$ cat src/rtl/pwr_mode_pkg.sv
package pwr_mode_pkg;
    typedef enum logic [1:0] {
        MODE_HIGH  = 2'd0,
        MODE_MED   = 2'd1,
        MODE_SUB   = 2'd2,
        MODE_WATCH = 2'd3
    } mode_e;

    typedef enum logic [2:0] {
        S_HIGH   = 3'd0,
        S_MED    = 3'd1,
        S_SUB    = 3'd2,
        S_WATCH  = 3'd3,
        S_SETTLE = 3'd4
    } state_e;
endpackage

$ cat src/rtl/wake_qual.sv
module wake_qual #(
    parameter int NSRC = 2
) (
    input  logic [NSRC-1:0] req,
    input  logic [NSRC-1:0] ena,
    input  logic            mask,
    output logic            wake
);
    logic [NSRC-1:0] gated;

    generate
        for (genvar g = 0; g < NSRC; g++) begin : g_src
            assign gated[g] = req[g] & ena[g];
        end
    endgenerate

    assign wake = !mask && (|gated);
endmodule

$ cat src/rtl/settle_timer.sv
module settle_timer #(
    parameter int CNT_W = 11
) (
    input  logic             clk,
    input  logic             rst_n,
    input  logic             load,
    input  logic [CNT_W-1:0] load_val,
    input  logic             tick,
    output logic             done
);
    logic [CNT_W-1:0] cnt;

    always_ff @(posedge clk or negedge rst_n) begin
        if (!rst_n)
            cnt <= '0;
        else if (load)
            cnt <= load_val;
        else if (tick && cnt != '0)
            cnt <= cnt - 1'b1;
    end

    assign done = tick && (cnt == CNT_W'(1));

    assert_load_nonzero_R9: assert property (@(posedge clk) disable iff (!rst_n)
        load |=> cnt != '0);
endmodule

$ cat src/rtl/pwr_mode_seq.sv
module pwr_mode_seq
    import pwr_mode_pkg::*;
#(
    parameter int SEL_W      = 3,
    parameter int BASE_SHIFT = 3
) (
    input  logic             clk,
    input  logic             rst_n,
    input  logic             sleep_stb,
    input  logic             stby_sel,
    input  logic             tmr_sel,
    input  logic             low_spd_on,
    input  logic             med_spd_on,
    input  logic [SEL_W-1:0] settle_sel,
    input  logic             tmr_irq,
    input  logic             tmr_ien,
    input  logic             ext_irq,
    input  logic             ext_ien,
    input  logic             irq_mask,
    input  logic             slow_tick,
    output logic             cpu_clk_en,
    output logic             sub_clk_en,
    output logic             periph_halt,
    output logic             exc_start,
    output logic [1:0]       mode_code
);
    localparam int CNT_W = BASE_SHIFT + (1 << SEL_W);

    state_e           state, nxt;
    logic             dest_med;
    logic             wake, settle_done, enter_watch, load;
    logic             exc_next;
    logic [CNT_W-1:0] load_val;

    wake_qual #(.NSRC(2)) u_wake (
        .req  ({ext_irq, tmr_irq}),
        .ena  ({ext_ien, tmr_ien}),
        .mask (irq_mask),
        .wake (wake)
    );

    assign load     = (state == S_WATCH) && wake && !low_spd_on;
    assign load_val = CNT_W'(1) << (CNT_W'(settle_sel) + CNT_W'(BASE_SHIFT));

    settle_timer #(.CNT_W(CNT_W)) u_timer (
        .clk      (clk),
        .rst_n    (rst_n),
        .load     (load),
        .load_val (load_val),
        .tick     (slow_tick),
        .done     (settle_done)
    );

    assign enter_watch = sleep_stb && stby_sel && tmr_sel;

    always_comb begin
        nxt      = state;
        exc_next = 1'b0;
        unique case (state)
            S_HIGH, S_MED, S_SUB: begin
                if (enter_watch) nxt = S_WATCH;
            end
            S_WATCH: begin
                if (wake) begin
                    nxt      = low_spd_on ? S_SUB : S_SETTLE;
                    exc_next = low_spd_on;
                end
            end
            S_SETTLE: begin
                if (settle_done) begin
                    nxt      = dest_med ? S_MED : S_HIGH;
                    exc_next = 1'b1;
                end
            end
            default: nxt = S_HIGH;
        endcase
    end

    always_ff @(posedge clk or negedge rst_n) begin
        if (!rst_n) begin
            state     <= S_HIGH;
            dest_med  <= 1'b0;
            exc_start <= 1'b0;
        end else begin
            state     <= nxt;
            exc_start <= exc_next;
            if (load) dest_med <= med_spd_on;
        end
    end

    always_comb begin
        cpu_clk_en  = 1'b0;
        sub_clk_en  = 1'b0;
        periph_halt = 1'b0;
        mode_code   = MODE_WATCH;
        unique case (state)
            S_HIGH:   begin cpu_clk_en = 1'b1; mode_code = MODE_HIGH; end
            S_MED:    begin cpu_clk_en = 1'b1; mode_code = MODE_MED;  end
            S_SUB:    begin sub_clk_en = 1'b1; mode_code = MODE_SUB;  end
            S_WATCH,
            S_SETTLE: begin periph_halt = 1'b1; mode_code = MODE_WATCH; end
            default:  mode_code = MODE_WATCH;
        endcase
    end

    assert_enter_watch_R2: assert property (@(posedge clk) disable iff (!rst_n)
        (mode_code != 2'd3 && sleep_stb && stby_sel && tmr_sel) |=> mode_code == 2'd3);

    assert_plain_sleep_R3: assert property (@(posedge clk) disable iff (!rst_n)
        (mode_code != 2'd3 && sleep_stb && !stby_sel) |=> $stable(mode_code));

    assert_masked_stays_R5: assert property (@(posedge clk) disable iff (!rst_n)
        (state == S_WATCH && irq_mask) |=> mode_code == 2'd3);

    assert_slow_wake_R8: assert property (@(posedge clk) disable iff (!rst_n)
        (state == S_WATCH && wake && low_spd_on) |=> (mode_code == 2'd2 && exc_start));

    assert_clk_rise_R10: assert property (@(posedge clk) disable iff (!rst_n)
        $rose(cpu_clk_en) |-> exc_start);

    assert_single_pulse_R10: assert property (@(posedge clk) disable iff (!rst_n)
        exc_start |=> !exc_start);
endmodule

$ cat config.mk
export PLATFORM = sky130hd
export DESIGN_NAME = pwr_mode_seq
export DESIGN_NICKNAME = d
export VERILOG_FILES = /design/src/rtl/pwr_mode_pkg.sv /design/src/rtl/wake_qual.sv /design/src/rtl/settle_timer.sv /design/src/rtl/pwr_mode_seq.sv
export SDC_FILE = /design/constraint.sdc
export NUM_CORES = 1
export LEC_CHECK = 0
export BUFFER_PORTS_ARGS = -buffer_cell sky130_fd_sc_hd__buf_2
export CELL_PAD_IN_SITES_DETAIL_PLACEMENT = 0
export CELL_PAD_IN_SITES_GLOBAL_PLACEMENT = 1
export CORE_UTILIZATION = 42
export CTS_CLUSTER_SIZE = 16
export DETAILED_ROUTE_END_ITERATION = 10
export HOLD_SLACK_MARGIN = 0.02
export PLACE_DENSITY_LB_ADDON = 0.1
export RECOVER_POWER = 100
export SLEW_MARGIN = 20
export SYNTH_ARGS = -nofsm -noshare
export SYNTH_HDL_FRONTEND = slang
export SYNTH_HIERARCHICAL = 1
export SYNTH_SLANG_ARGS = --single-unit
$ cat constraint.sdc
create_clock -name clk -period 3.8 [get_ports clk]
set_input_delay 0.38 -clock clk [delete_from_list [all_inputs] [get_ports clk]]
set_output_delay 0.38 -clock clk [all_outputs]
set_load 0.01 [all_outputs]
Word-level counts from Yosys, hierarchy flattened
Index checks and enable logic that the tools add are counted.

Bits in registers: 16. Bits of input ports: 16. Output and inout port bits: 6. Logic and storage cells: 49.

$add $sub $neg: 2. Equality and inequality tests: 8. Shifts and indexed selects: 1. Mux-type cells: 15. Bitwise gates (word level): 2. Reductions and logical operators: 17.

Operator list (number): $mux 11 (2); $mux 3 (4); $eq 11x1->1 const B (1); $reduce_bool 11->1 (1); $shl 1x4->11 const A (1); $sub 11x1->11 const B (1); $pmux 3 s3 (1); $logic_and 1x1->1 (7); $eq 3x2->1 const B (2); $mux 1 (6); $ne 2x2->1 const B (3); $pmux 2 s3 (1); $reduce_or 2->1 (3); $add 3x2->4 const B (1); $eq 3x1->1 const B (1); $eq 3x3->1 const B (1); $logic_not 3->1 (1); $reduce_and 3->1 (1); $reduce_or 3->1 (1); $and 1x1->1 (2); $logic_not 1->1 (2); $pmux 1 s2 (1); $reduce_bool 2->1 (1).

Depth between registers and ports, before layout
Gate-level depths: netlist (run 1).

Word-level depth: 6. Gate-level depth with buffers: 8. Gate-level depth less buffers: 7.

Hierarchy
Netlist (run 1), hierarchy kept.

By module, submodules not included: settle_timer (instances 1, cells each 82, area each 719.4 µm², seq. area each 275.3 µm²); pwr_mode_seq (instances 1, cells each 40, area each 335.3 µm², seq. area each 125.1 µm²); wake_qual (instances 1, cells each 2, area each 11.3 µm², seq. area each 0.0 µm²).

Worst setup path after synthesis (run 1)
No wires, ideal clock.

Path kind: reg2reg. From: reg u_timer.cnt[4]. To: reg u_timer.cnt[1]. Library setup time: 0.066 ns. Arrival: 1.718 ns. Data required time: 3.734 ns. Setup slack: 2.016 ns. Stages on the path, launching flop included: 6. Clock period less this slack: 1.784 ns. Cells stage by stage: dfrtp_1 > or3_1 > buf_6 > or4_4 > a31oi_1 > a22o_1.

Cells in the longest elaborated chain, start to end: 3.

Ends and longest elaborated chain: start: declaration (RTL line settle_timer.sv:11) `logic [CNT_W-1:0] cnt;`; start signal: assignment (RTL line settle_timer.sv:17) `cnt <= load_val;`; start signal: assignment (RTL line settle_timer.sv:19) `cnt <= cnt - 1'b1;`; $reduce_bool 11->1 (RTL line settle_timer.sv:18) `else if (tick && cnt != '0)`; $logic_and 1x1->1 (RTL line settle_timer.sv:18); $reduce_bool 2->1 (no line).

No other way between the ends. A chain may end at the register's enable or synchronous reset.

Final worst setup path (run 1)
From: reg state[2]. To: reg u_timer.cnt[7].

Cells in the longest elaborated chain, start to end: 4. Elaborated cells on any way between the ends: 5. Classes of those cells: eq/ne (1); mux (1); reduce/logical (3).

Ends and longest elaborated chain: start: declaration (RTL line pwr_mode_seq.sv:29) `state_e state, nxt;`; start signal: assignment (RTL line pwr_mode_seq.sv:85) `state <= nxt;`; $eq 3x2->1 (*) (RTL line pwr_mode_seq.sv:42) `assign load = (state == S_WATCH) && wake && !low_spd_on;`; $logic_and 1x1->1 (*) (2 in a row) (RTL line pwr_mode_seq.sv:42); named net load (RTL line pwr_mode_seq.sv:31) `logic wake, settle_done, enter_watch, load;`; $mux 11 / $reduce_bool 2->1 (equally long branches).

The timed path passes the listed nets; every way through them passes the cells marked *.

==> impl_metrics.toml, run 1 <==
[sta]
tightest_slew_ns = 1.50
finalCritPeriodShare_pct = 65.2
fin_crit_ns = 2.48
max-slew-margin-rel_pct = -0.544
rsz0062_at_grt = "no"
setup_tns_ns = 0
finalClockSkew_ns = 0.00760
final-setup-viol-count = 0
max_freq_mhz = 404
hold_violations = 0
finalMaxSlewViolations = 29

[clocking]
cts_tree = "built"
hold_buffers = 1
postCtsSetupRepairBufs = 0
clk_latency_ns = 0.29
clock-sinks = 16
cts_buffers = 3
ctsResizeCount = 0
clock_path_buffers = 2
htreeDepth = 1
clk_pin_slew_worst_paths_ns = 0.10
clockRootBuffer = "clkbuf_4"

[route]
wl_met3_um = 89
drt_pass1_iterations = 4
drt-met1-wl_um = 1140
dr_total_vias = 951
antenna_left = 0
highest_layer = "met4"
wl_met2_um = 1070
route.detailed.drc = 0
wl_per_cell_um = 13.2
vias_per_cell = 5.47
drt_iter0_markers = 30
drt_wl_total_um = 2300

[place]
portBuffers = 21
dp_hpwl_um = 1710
gp_congestion = 0.769
place_inst = 169

[synth]
synth.yosys.warnings = 6
synthArstFlopShare_pct = 100
ys_seq_area_share_pct = 37.6
synth_xor_area_share_pct = 3.29
synth_seq_cells = 16
syn_inst = 124
synth_area_leader_cell = "dfrtp_1"
ys.flop_type = "dfrtp_1"
synthMuxAreaShare_pct = 1.41
synth-edff-count = 0
syn_area_um2 = 1070
synth-simple-area-share_pct = 29.7
syn_avg_cell_area_um2 = 8.60
yosys-top-cells-area = "dfrtp_1 38%, nand2_1 5.3%, o21ai_0 4.7%"
ys_types = 46
synth-adder-area-share_pct = 2.35
synth_top_area_share_pct = 37.6
synth-compound-area-share_pct = 19.5
synth_top_family_by_area = "simple AND/OR/NAND/NOR gates"

[global_routing]
grt_first_pass_wirelength_um = 3800
grt-ovfl-total = 0
grt_pass1_vias = 824
antenna_found_initial = 0
grt_max_degree = 29
track_usage_pct = 19.1

[layout]
finish.utilization_pct = 52.8
syn2layout_area_growth_pct = 13.7
num-fill-cells = 243
drive_above_1_share_pct = 17.1
antennaDiodeCount = 0
final_cells = 174
final_nets = 165

[worst_setup_path]
regToRegStartpoint = "state[2]"
critPathRequiredTime_ns = 3.90
r2r_cells = 5
cp_data_arrival_time_ns = 2.58
path_delay_family = "simple AND/OR/NAND/NOR gates"
start_kind = "register"
crit_buf_inv = 0
cp-end-kind = "register"
r2r_end = "u_timer/cnt[7]"
critPathMaxFanout = 28
slowest_delay_ns = 1.14
critPathKind = "register to register"
regToRegSetupSlack_ns = 1.32
crit_chain = "nand4b_2 -> nor2_1 -> nor3_1 -> nand3_1 -> o311ai_0"
crit_slowest_cell = "nor2_1"

[floorplanning]
core_area_um2 = 2300
dieArea_um2 = 2740
initial_utilization_pct = 46.4
boundaryPins = 22
die_h_um = 52.4
std_cell_rows = 17
die_x_um = 52.4

[min_path]
min_from = "low_spd_on"
hold_end = "state[2]"
hold_depth = 2
min_path_type = "input port to register"

[job]
drv_cap = 1

[power]
powerDensity_nw_per_um2 = 577
p_total_uw = 700
vdd_drop_max_uv = 338
p_leak_uw = 0.000532

[outcome]
violations = "capacitance limit, slew limit"
status = "finished with violations"
## cell usage after synthesis, types with 2 or more instances
library cell	count
dfrtp_1	16
nand2_1	15
o21ai_0	10
inv_1	8
nor2_1	8
nor3_1	5
nor3b_1	5
a21oi_1	4
nand3_1	4
clkbuf_1	3
o311ai_0	3
xor2_1	3
and3_1	2
and3b_1	2
buf_2	2
ha_1	2
or2_2	2
or3_1	2
## kinds of logic after synthesis
| kind of cell | Yosys count |
|---|---|
| XOR/XNOR | 4 |
| other | 1 |
| buffers and inverters | 14 |
| AO/OA/AOI/OAI | 30 |
| flip-flops | 16 |
| multiplexers | 1 |
| adder cells (fa/ha/maj) | 2 |
| AND/OR/NAND/NOR | 56 |
## sequential cells by signal, summed over array words and instances, names as in the netlist
register and flops:
dest_med 1, exc_start 1, state 3, u_timer/cnt 11
## per-stage QoR
stage	setup WS (ns)	hold slack [ns]	cell area, µm²
finish	1.32	0.302	1210
global route	1.06	0.284	1210
CTS	1.74	0.297	1230
detailed placement	1.54	0.316	1180
global placement	1.63	0.318	1180
floorplan	2.02	0.0844	1070
## worst max path at each step
| stage | startpoint | end | slack [ns] | cells past startpoint |
|---|---|---|---|---|
| floorplan | u_timer/cnt[4] | u_timer/cnt[1] | 2.02 | 5 |
| global placement | tmr_irq | u_timer/cnt[5] | 1.63 | 8 |
| detailed placement | tmr_irq | u_timer/cnt[7] | 1.54 | 8 |
| CTS | state[2] | u_timer/cnt[7] | 1.74 | 5 |
| global route | state[1] | u_timer/cnt[7] | 1.06 | 5 |
| finish | state[2] | u_timer/cnt[7] | 1.32 | 5 |
## cells in the final DEF (no fill, tap or decap), types with 2 or more instances in the layout
master and instances:
nor3_1 5, or2_2 2, ha_1 2, xor2_1 3, nand3_1 4, nor2_1 9, or3_1 2, and3_1 2
a21oi_1 4, clkbuf_4 3, inv_1 8, nor3b_1 5, dfrtp_1 16, o21ai_0 10, conb_1 3, and3b_1 2
nand2_1 15, o311ai_0 3, buf_2 14, clkbuf_1 7
## cell type report
type / instances / area [µm²] / area share (%)
Clock buffer: 4 / 36.3 / 2.99
Inverter: 8 / 30.0 / 2.48
Multi-Input combinational cell: 96 / 604 / 49.8
Sequential cell: 16 / 400 / 33.0
Tap cell: 28 / 35.0 / 2.89
Timing Repair Buffer: 22 / 106 / 8.77
## power by group
group | total [µW] | switching (µW) | internal, µW
sequential | 314 | 77.6 | 236
clock | 115 | 56.2 | 58.3
combinational | 272 | 150 | 122
total | 700 | 284 | 416
## layer usage
layer	track usage [%]	up-vias
met1	26.3	445
li1	-	488
met4	7.89	0
met2	29.1	16
met5	0	-
met3	3.48	2
No activity file was read; power rests on OpenSTA's default activity.
==> inputs of run 2 (changes only) <==
--- a/config.mk
+++ b/config.mk
@@ -8,7 +8,7 @@
 export BUFFER_PORTS_ARGS = -buffer_cell sky130_fd_sc_hd__buf_2
 export CELL_PAD_IN_SITES_DETAIL_PLACEMENT = 0
 export CELL_PAD_IN_SITES_GLOBAL_PLACEMENT = 1
-export CORE_UTILIZATION = 42
+export CORE_UTILIZATION = 36
 export CTS_CLUSTER_SIZE = 16
 export DETAILED_ROUTE_END_ITERATION = 10
 export HOLD_SLACK_MARGIN = 0.02
==> constraint.sdc (replaced) <==
create_clock -name clk -period 2 [get_ports clk]
set_input_delay 0.2 -clock clk [delete_from_list [all_inputs] [get_ports clk]]
set_output_delay 0.2 -clock clk [all_outputs]
set_load 0.01 [all_outputs]
==> impl_metrics.toml, run 2 (synthesized netlist as in run 1, its figures left out) <==
[worst_setup_path]
crit_slowest_cell = "or4_4"
regToRegSetupSlack_ns = 0.18
path_delay_family = "simple AND/OR/NAND/NOR gates"
crit_chain = "or3_1 -> or4_4 -> a31oi_1 -> a22o_1"
critPathKind = "register to register"
crit_buf_inv = 0
r2r_cells = 4
cp-end-kind = "register"
slowest_delay_ns = 0.55
regToRegStartpoint = "u_timer/cnt[4]"
start_kind = "register"
critPathMaxFanout = 6
cp_data_arrival_time_ns = 2.05
r2r_end = "u_timer/cnt[1]"
critPathRequiredTime_ns = 2.23

[global_routing]
track_usage_pct = 16.5
antenna_found_initial = 0
grt_first_pass_wirelength_um = 4080
grt-ovfl-total = 0
grt_max_degree = 19
grt_pass1_vias = 903

[route]
drt_pass1_iterations = 4
antenna_left = 0
route.detailed.drc = 0
drt_wl_total_um = 2310
wl_per_cell_um = 12.5
drt_iter0_markers = 28
vias_per_cell = 5.33
dr_total_vias = 981

[power]
vdd_drop_max_uv = 653
pwr-share-clk_pct = 15.9
p_sw_share_pct = 39.5
comb_power_share_pct = 40.4
p_leak_uw = 0.000566
intPower_uw = 820
powerDensity_nw_per_um2 = 1060
p_total_uw = 1360
seqPwrFrac_pct = 43.6
switchingPower_uw = 536

[place]
gp_congestion = 0.770
dp_hpwl_um = 1720
portBuffers = 21
post-place-ws_ns = 0.198

[clocking]
clock_path_buffers = 2
htreeDepth = 1
clk_pin_slew_worst_paths_ns = 0.10
cts_tree = "built"
postCtsSetupRepairBufs = 0
clock-sinks = 16
ctsResizeCount = 0
cts_buffers = 3
clk_latency_ns = 0.29
clockRootBuffer = "clkbuf_4"

[floorplanning]
core_area_um2 = 2780
boundaryPins = 22
std_cell_rows = 19
die_x_um = 56.4
initial_utilization_pct = 38.3
die_h_um = 56.4
dieArea_um2 = 3180

[layout]
antennaDiodeCount = 0
top_register = "u_timer/cnt"
final_nets = 172
final_cell_mix = "16 x dfrtp_1, 15 x nand2_1, 15 x buf_2, 10 x o21ai_0, 9 x nor2_1"
finish.utilization_pct = 46.0
final_common_cell = "dfrtp_1"
drive_above_1_share_pct = 20.9
reg_top3 = "u_timer/cnt x11, state x3"
syn2layout_area_growth_pct = 20.0
largest_reg_flops = 11

[sta]
tightest_slew_ns = 0.896
finalMaxSlewViolations = 0
finalCritPeriodShare_pct = 91.0
max_freq_mhz = 550
hold_violations = 0
hold_ws_ns = 0.114
final-setup-viol-count = 0
max-slew-margin-rel_pct = 40.2
fin_crit_ns = 1.82
setup_tns_ns = 0
setup_slack_ns = 0.181
rsz0062_at_grt = "no"
finalClockSkew_ns = 0.00336

[outcome]
status = "finished clean"

[min_path]
min_path_type = "input port to register"
hold_end = "state[2]"
hold_depth = 2
min_from = "low_spd_on"

[job]
drv_cap = 0
## run 2: power groups by stage
stage | registers (µW) | logic (µW) | clock network (µW)
after floorplan | 545 | 437 | 0
after global placement | 592 | 563 | 0
after detailed placement | 596 | 563 | 0
after CTS | 588 | 569 | 222
after global routing | 623 | 626 | 239
final | 592 | 548 | 216
## run 2: worst register-to-register path: cells and delay by family, from the launching register on
family          cells  cell delay (ns)
simple gates        2             0.99
flops               1             0.45
compound gates      2             0.33
## run 2: cell type report
class / count / area [µm²]
clock buffers: 4 / 36.3
fillers: 275 / 1500
inverters: 8 / 30.0
multi-input cells: 96 / 608
flip-flops and latches: 16 / 400
well taps: 31 / 38.8
repair buffers: 29 / 165
## run 2: routing by layer
layer	track usage, %	wire [µm]	up-vias
met2	26.4	1050	21
li1	-	-	505
met4	5.57	27	0
met3	4.38	113	4
met5	0	0	-
met1	21.6	1120	451
## run 2: worst max-delay path by stage
stage / cells after the start / slack [ns] / to / start
3_3_place_gp: 5 / 0.20 / u_timer/cnt[1] / u_timer/cnt[4]
3_5_place_dp: 4 / 0.20 / u_timer/cnt[1] / u_timer/cnt[4]
4_1_cts: 4 / 0.18 / u_timer/cnt[1] / u_timer/cnt[4]
6_report: 4 / 0.18 / u_timer/cnt[1] / u_timer/cnt[4]
2_1_floorplan: 5 / 0.22 / u_timer/cnt[1] / u_timer/cnt[4]
5_1_grt: 5 / 0.05 / u_timer/cnt[0] / u_timer/cnt[4]
## run 2: repair_timing
| action | in CTS | in global routing |
|---|---|---|
| endpoints found under the setup margin | 0 | 0 |
| hold buffers | 1 | 0 |
| hold endpoints to repair | 16 | 0 |
## run 2: metrics by stage
| stage | instances | area [µm²] |
|---|---|---|
| final | 184 | 1280 |
| after CTS | 184 | 1300 |
| after detailed placement | 179 | 1250 |
| after global placement | 179 | 1250 |
| after floorplan | 126 | 1070 |
| after global routing | 184 | 1280 |
==> inputs of run 3 (changes only) <==
--- a/config.mk
+++ b/config.mk
@@ -5,10 +5,11 @@
 export SDC_FILE = /design/constraint.sdc
 export NUM_CORES = 1
 export LEC_CHECK = 0
+export ABC_AREA = 1
 export BUFFER_PORTS_ARGS = -buffer_cell sky130_fd_sc_hd__buf_2
 export CELL_PAD_IN_SITES_DETAIL_PLACEMENT = 0
 export CELL_PAD_IN_SITES_GLOBAL_PLACEMENT = 1
-export CORE_UTILIZATION = 36
+export CORE_UTILIZATION = 35
 export CTS_CLUSTER_SIZE = 16
 export DETAILED_ROUTE_END_ITERATION = 10
 export HOLD_SLACK_MARGIN = 0.02
==> impl_metrics.toml, run 3 <==
[outcome]
status = "finished clean"

[worst_setup_path]
regToRegSetupSlack_ns = 0.30
regToRegStartpoint = "state[2]"
r2r_cells = 10
cp_data_arrival_time_ns = 1.89
critPathMaxFanout = 16
r2r_end = "u_timer/cnt[6]"
cp-end-kind = "register"
critPathRequiredTime_ns = 2.19
critPathKind = "register to register"
start_kind = "register"
crit_slowest_cell = "dfrtp_1"
slowest_delay_ns = 0.46
crit_chain = "inv_1 -> nand3_1 -> nor2_1 -> nand2_2 -> inv_2 -> inv_2 -> nand3_1 -> nand2_1 -> nand2_2 -> o21ai_1"

[floorplanning]
boundaryPins = 22
dieArea_um2 = 3630
die_x_um = 60.2
initial_utilization_pct = 38.0
core_area_um2 = 3130
die_h_um = 60.2
std_cell_rows = 20

[global_routing]
grt_pass1_vias = 1001
antenna_found_initial = 0
grt_first_pass_wirelength_um = 4850
track_usage_pct = 18.5
grt-ovfl-total = 0
grt_max_degree = 17

[sta]
hold_ws_ns = 0.106
max-slew-margin-rel_pct = 40.0
setup_tns_ns = 0
finalClockSkew_ns = 0.00720
rsz0062_at_grt = "no"
tightest_slew_ns = 0.900
max_freq_mhz = 588
final-setup-viol-count = 0
finalCritPeriodShare_pct = 85.1
hold_violations = 0
finalMaxSlewViolations = 0
setup_slack_ns = 0.298
fin_crit_ns = 1.70

[layout]
final_cells = 244
syn2layout_area_growth_pct = 15.2
largest_reg_flops = 11
antennaDiodeCount = 0
drive_above_1_share_pct = 20.5
reg_top3 = "u_timer/cnt x11, state x3"
final_common_cell = "nand2_1"
final_cell_mix = "53 x nand2_1, 23 x nand3_1, 22 x nor2_1, 16 x dfrtp_1"
top_register = "u_timer/cnt"
num-fill-cells = 372
final_nets = 220

[synth]
syn_inst = 173
syn_avg_cell_area_um2 = 6.86
syn_area_um2 = 1190
synth_top_area_share_pct = 33.7
synthMuxAreaShare_pct = 0
synth_seq_cells = 16
yosysMostFrequentCell = "nand2_1"
ys_seq_area_share_pct = 33.7
synth_area_leader_cell = "dfrtp_1"
synth_top_family_by_area = "simple AND/OR/NAND/NOR gates"
synth_common_cells = "53 x nand2_1, 21 x nand3_1, 21 x nor2_1"
synth-simple-area-share_pct = 48.2
synthArstFlopShare_pct = 100
ys_types = 24
synth-adder-area-share_pct = 2.11
synth-compound-area-share_pct = 5.48
synth.yosys.warnings = 6
ys.flop_type = "dfrtp_1"
yosys-top-cells-area = "dfrtp_1 34%, nand2_1 17%, nand3_1 8.9%"
synth_xor_area_share_pct = 3.69
synth-edff-count = 0

[clocking]
clk_pin_slew_worst_paths_ns = 0.10
postCtsSetupRepairBufs = 0
cts_tree = "built"
htreeDepth = 1
cts_buffers = 3
hold_buffers = 1
clock-sinks = 16
ctsResizeCount = 0
clk_latency_ns = 0.29
clock_path_buffers = 2
clockRootBuffer = "clkbuf_4"

[place]
gp_congestion = 0.761
dp_hpwl_um = 2280
place_inst = 240
portBuffers = 21
post-place-ws_ns = 0.344

[route]
drt_iter0_markers = 52
vias_per_cell = 4.76
wl_per_cell_um = 11.9
drt_wl_total_um = 2910
antenna_left = 0
dr_total_vias = 1161
drt_pass1_iterations = 4
route.detailed.drc = 0

[min_path]
hold_depth = 3
min_path_type = "input port to register"
min_from = "med_spd_on"
hold_end = "dest_med"

[job]
drv_cap = 0

[power]
vdd_drop_max_uv = 550
p_leak_uw = 0.000711
powerDensity_nw_per_um2 = 1300
## run 3: how the worst max path moves through the flow
stage          cells past startpoint              to           start
5_1_grt                           10  u_timer/cnt[5]        state[2]
3_5_place_dp                      10  u_timer/cnt[6]        state[2]
2_1_floorplan                      9  u_timer/cnt[0]  u_timer/cnt[0]
6_report                          10  u_timer/cnt[6]        state[2]
4_1_cts                           10  u_timer/cnt[6]        state[2]
3_3_place_gp                      10  u_timer/cnt[6]        state[2]
## run 3: logic make-up after synthesis
| family | Yosys count |
|---|---|
| buffers and inverters | 20 |
| AND/OR/NAND/NOR | 120 |
| XOR/XNOR | 5 |
| adder cells (fa/ha/maj) | 2 |
| other | 1 |
| flip-flops | 16 |
| AO/OA/AOI/OAI | 9 |
## run 3: routing by layer
layer | wire, µm | track usage [%]
met3 | 171 | 4.76
met2 | 1180 | 24.8
met5 | 0 | 0
met4 | 33 | 4.32
met1 | 1520 | 28.6
## run 3: power breakdown
part / internal, µW / switching [µW]
Combinational: 385 / 593
Clock: 70.1 / 106
Sequential: 460 / 170
Total: 915 / 869
## run 3: layout make-up
| type | count | area, µm² | share of cell area, % |
|---|---|---|---|
| clock buffer | 3 | 22.5 | 1.65 |
| inverter | 18 | 67.6 | 4.94 |
| multi-input combinational | 139 | 701 | 51.2 |
| sequential | 16 | 400 | 29.3 |
| tap | 44 | 55.1 | 4.03 |
| timing repair buffer | 24 | 121 | 8.87 |
## run 3: metrics by stage
| step | area [µm²] | power, µW | utilization (%) |
|---|---|---|---|
| floorplan | 1190 | 1350 | - |
| global placement | 1360 | 1630 | 43.5 |
| detailed placement | 1360 | 1640 | 43.5 |
| CTS | 1390 | 1830 | 44.5 |
| global route | 1370 | 1970 | 43.7 |
| finish | 1370 | 1780 | 43.7 |
## run 3: worst max-delay path, delay by kind of cell, from the launching register on
kind | cells | cell delay, ns
AOI/OAI and AO/OA | 1 | 0.05
and+or+nand+nor | 6 | 0.56
DFF | 1 | 0.46
buffers and inverters | 3 | 0.54
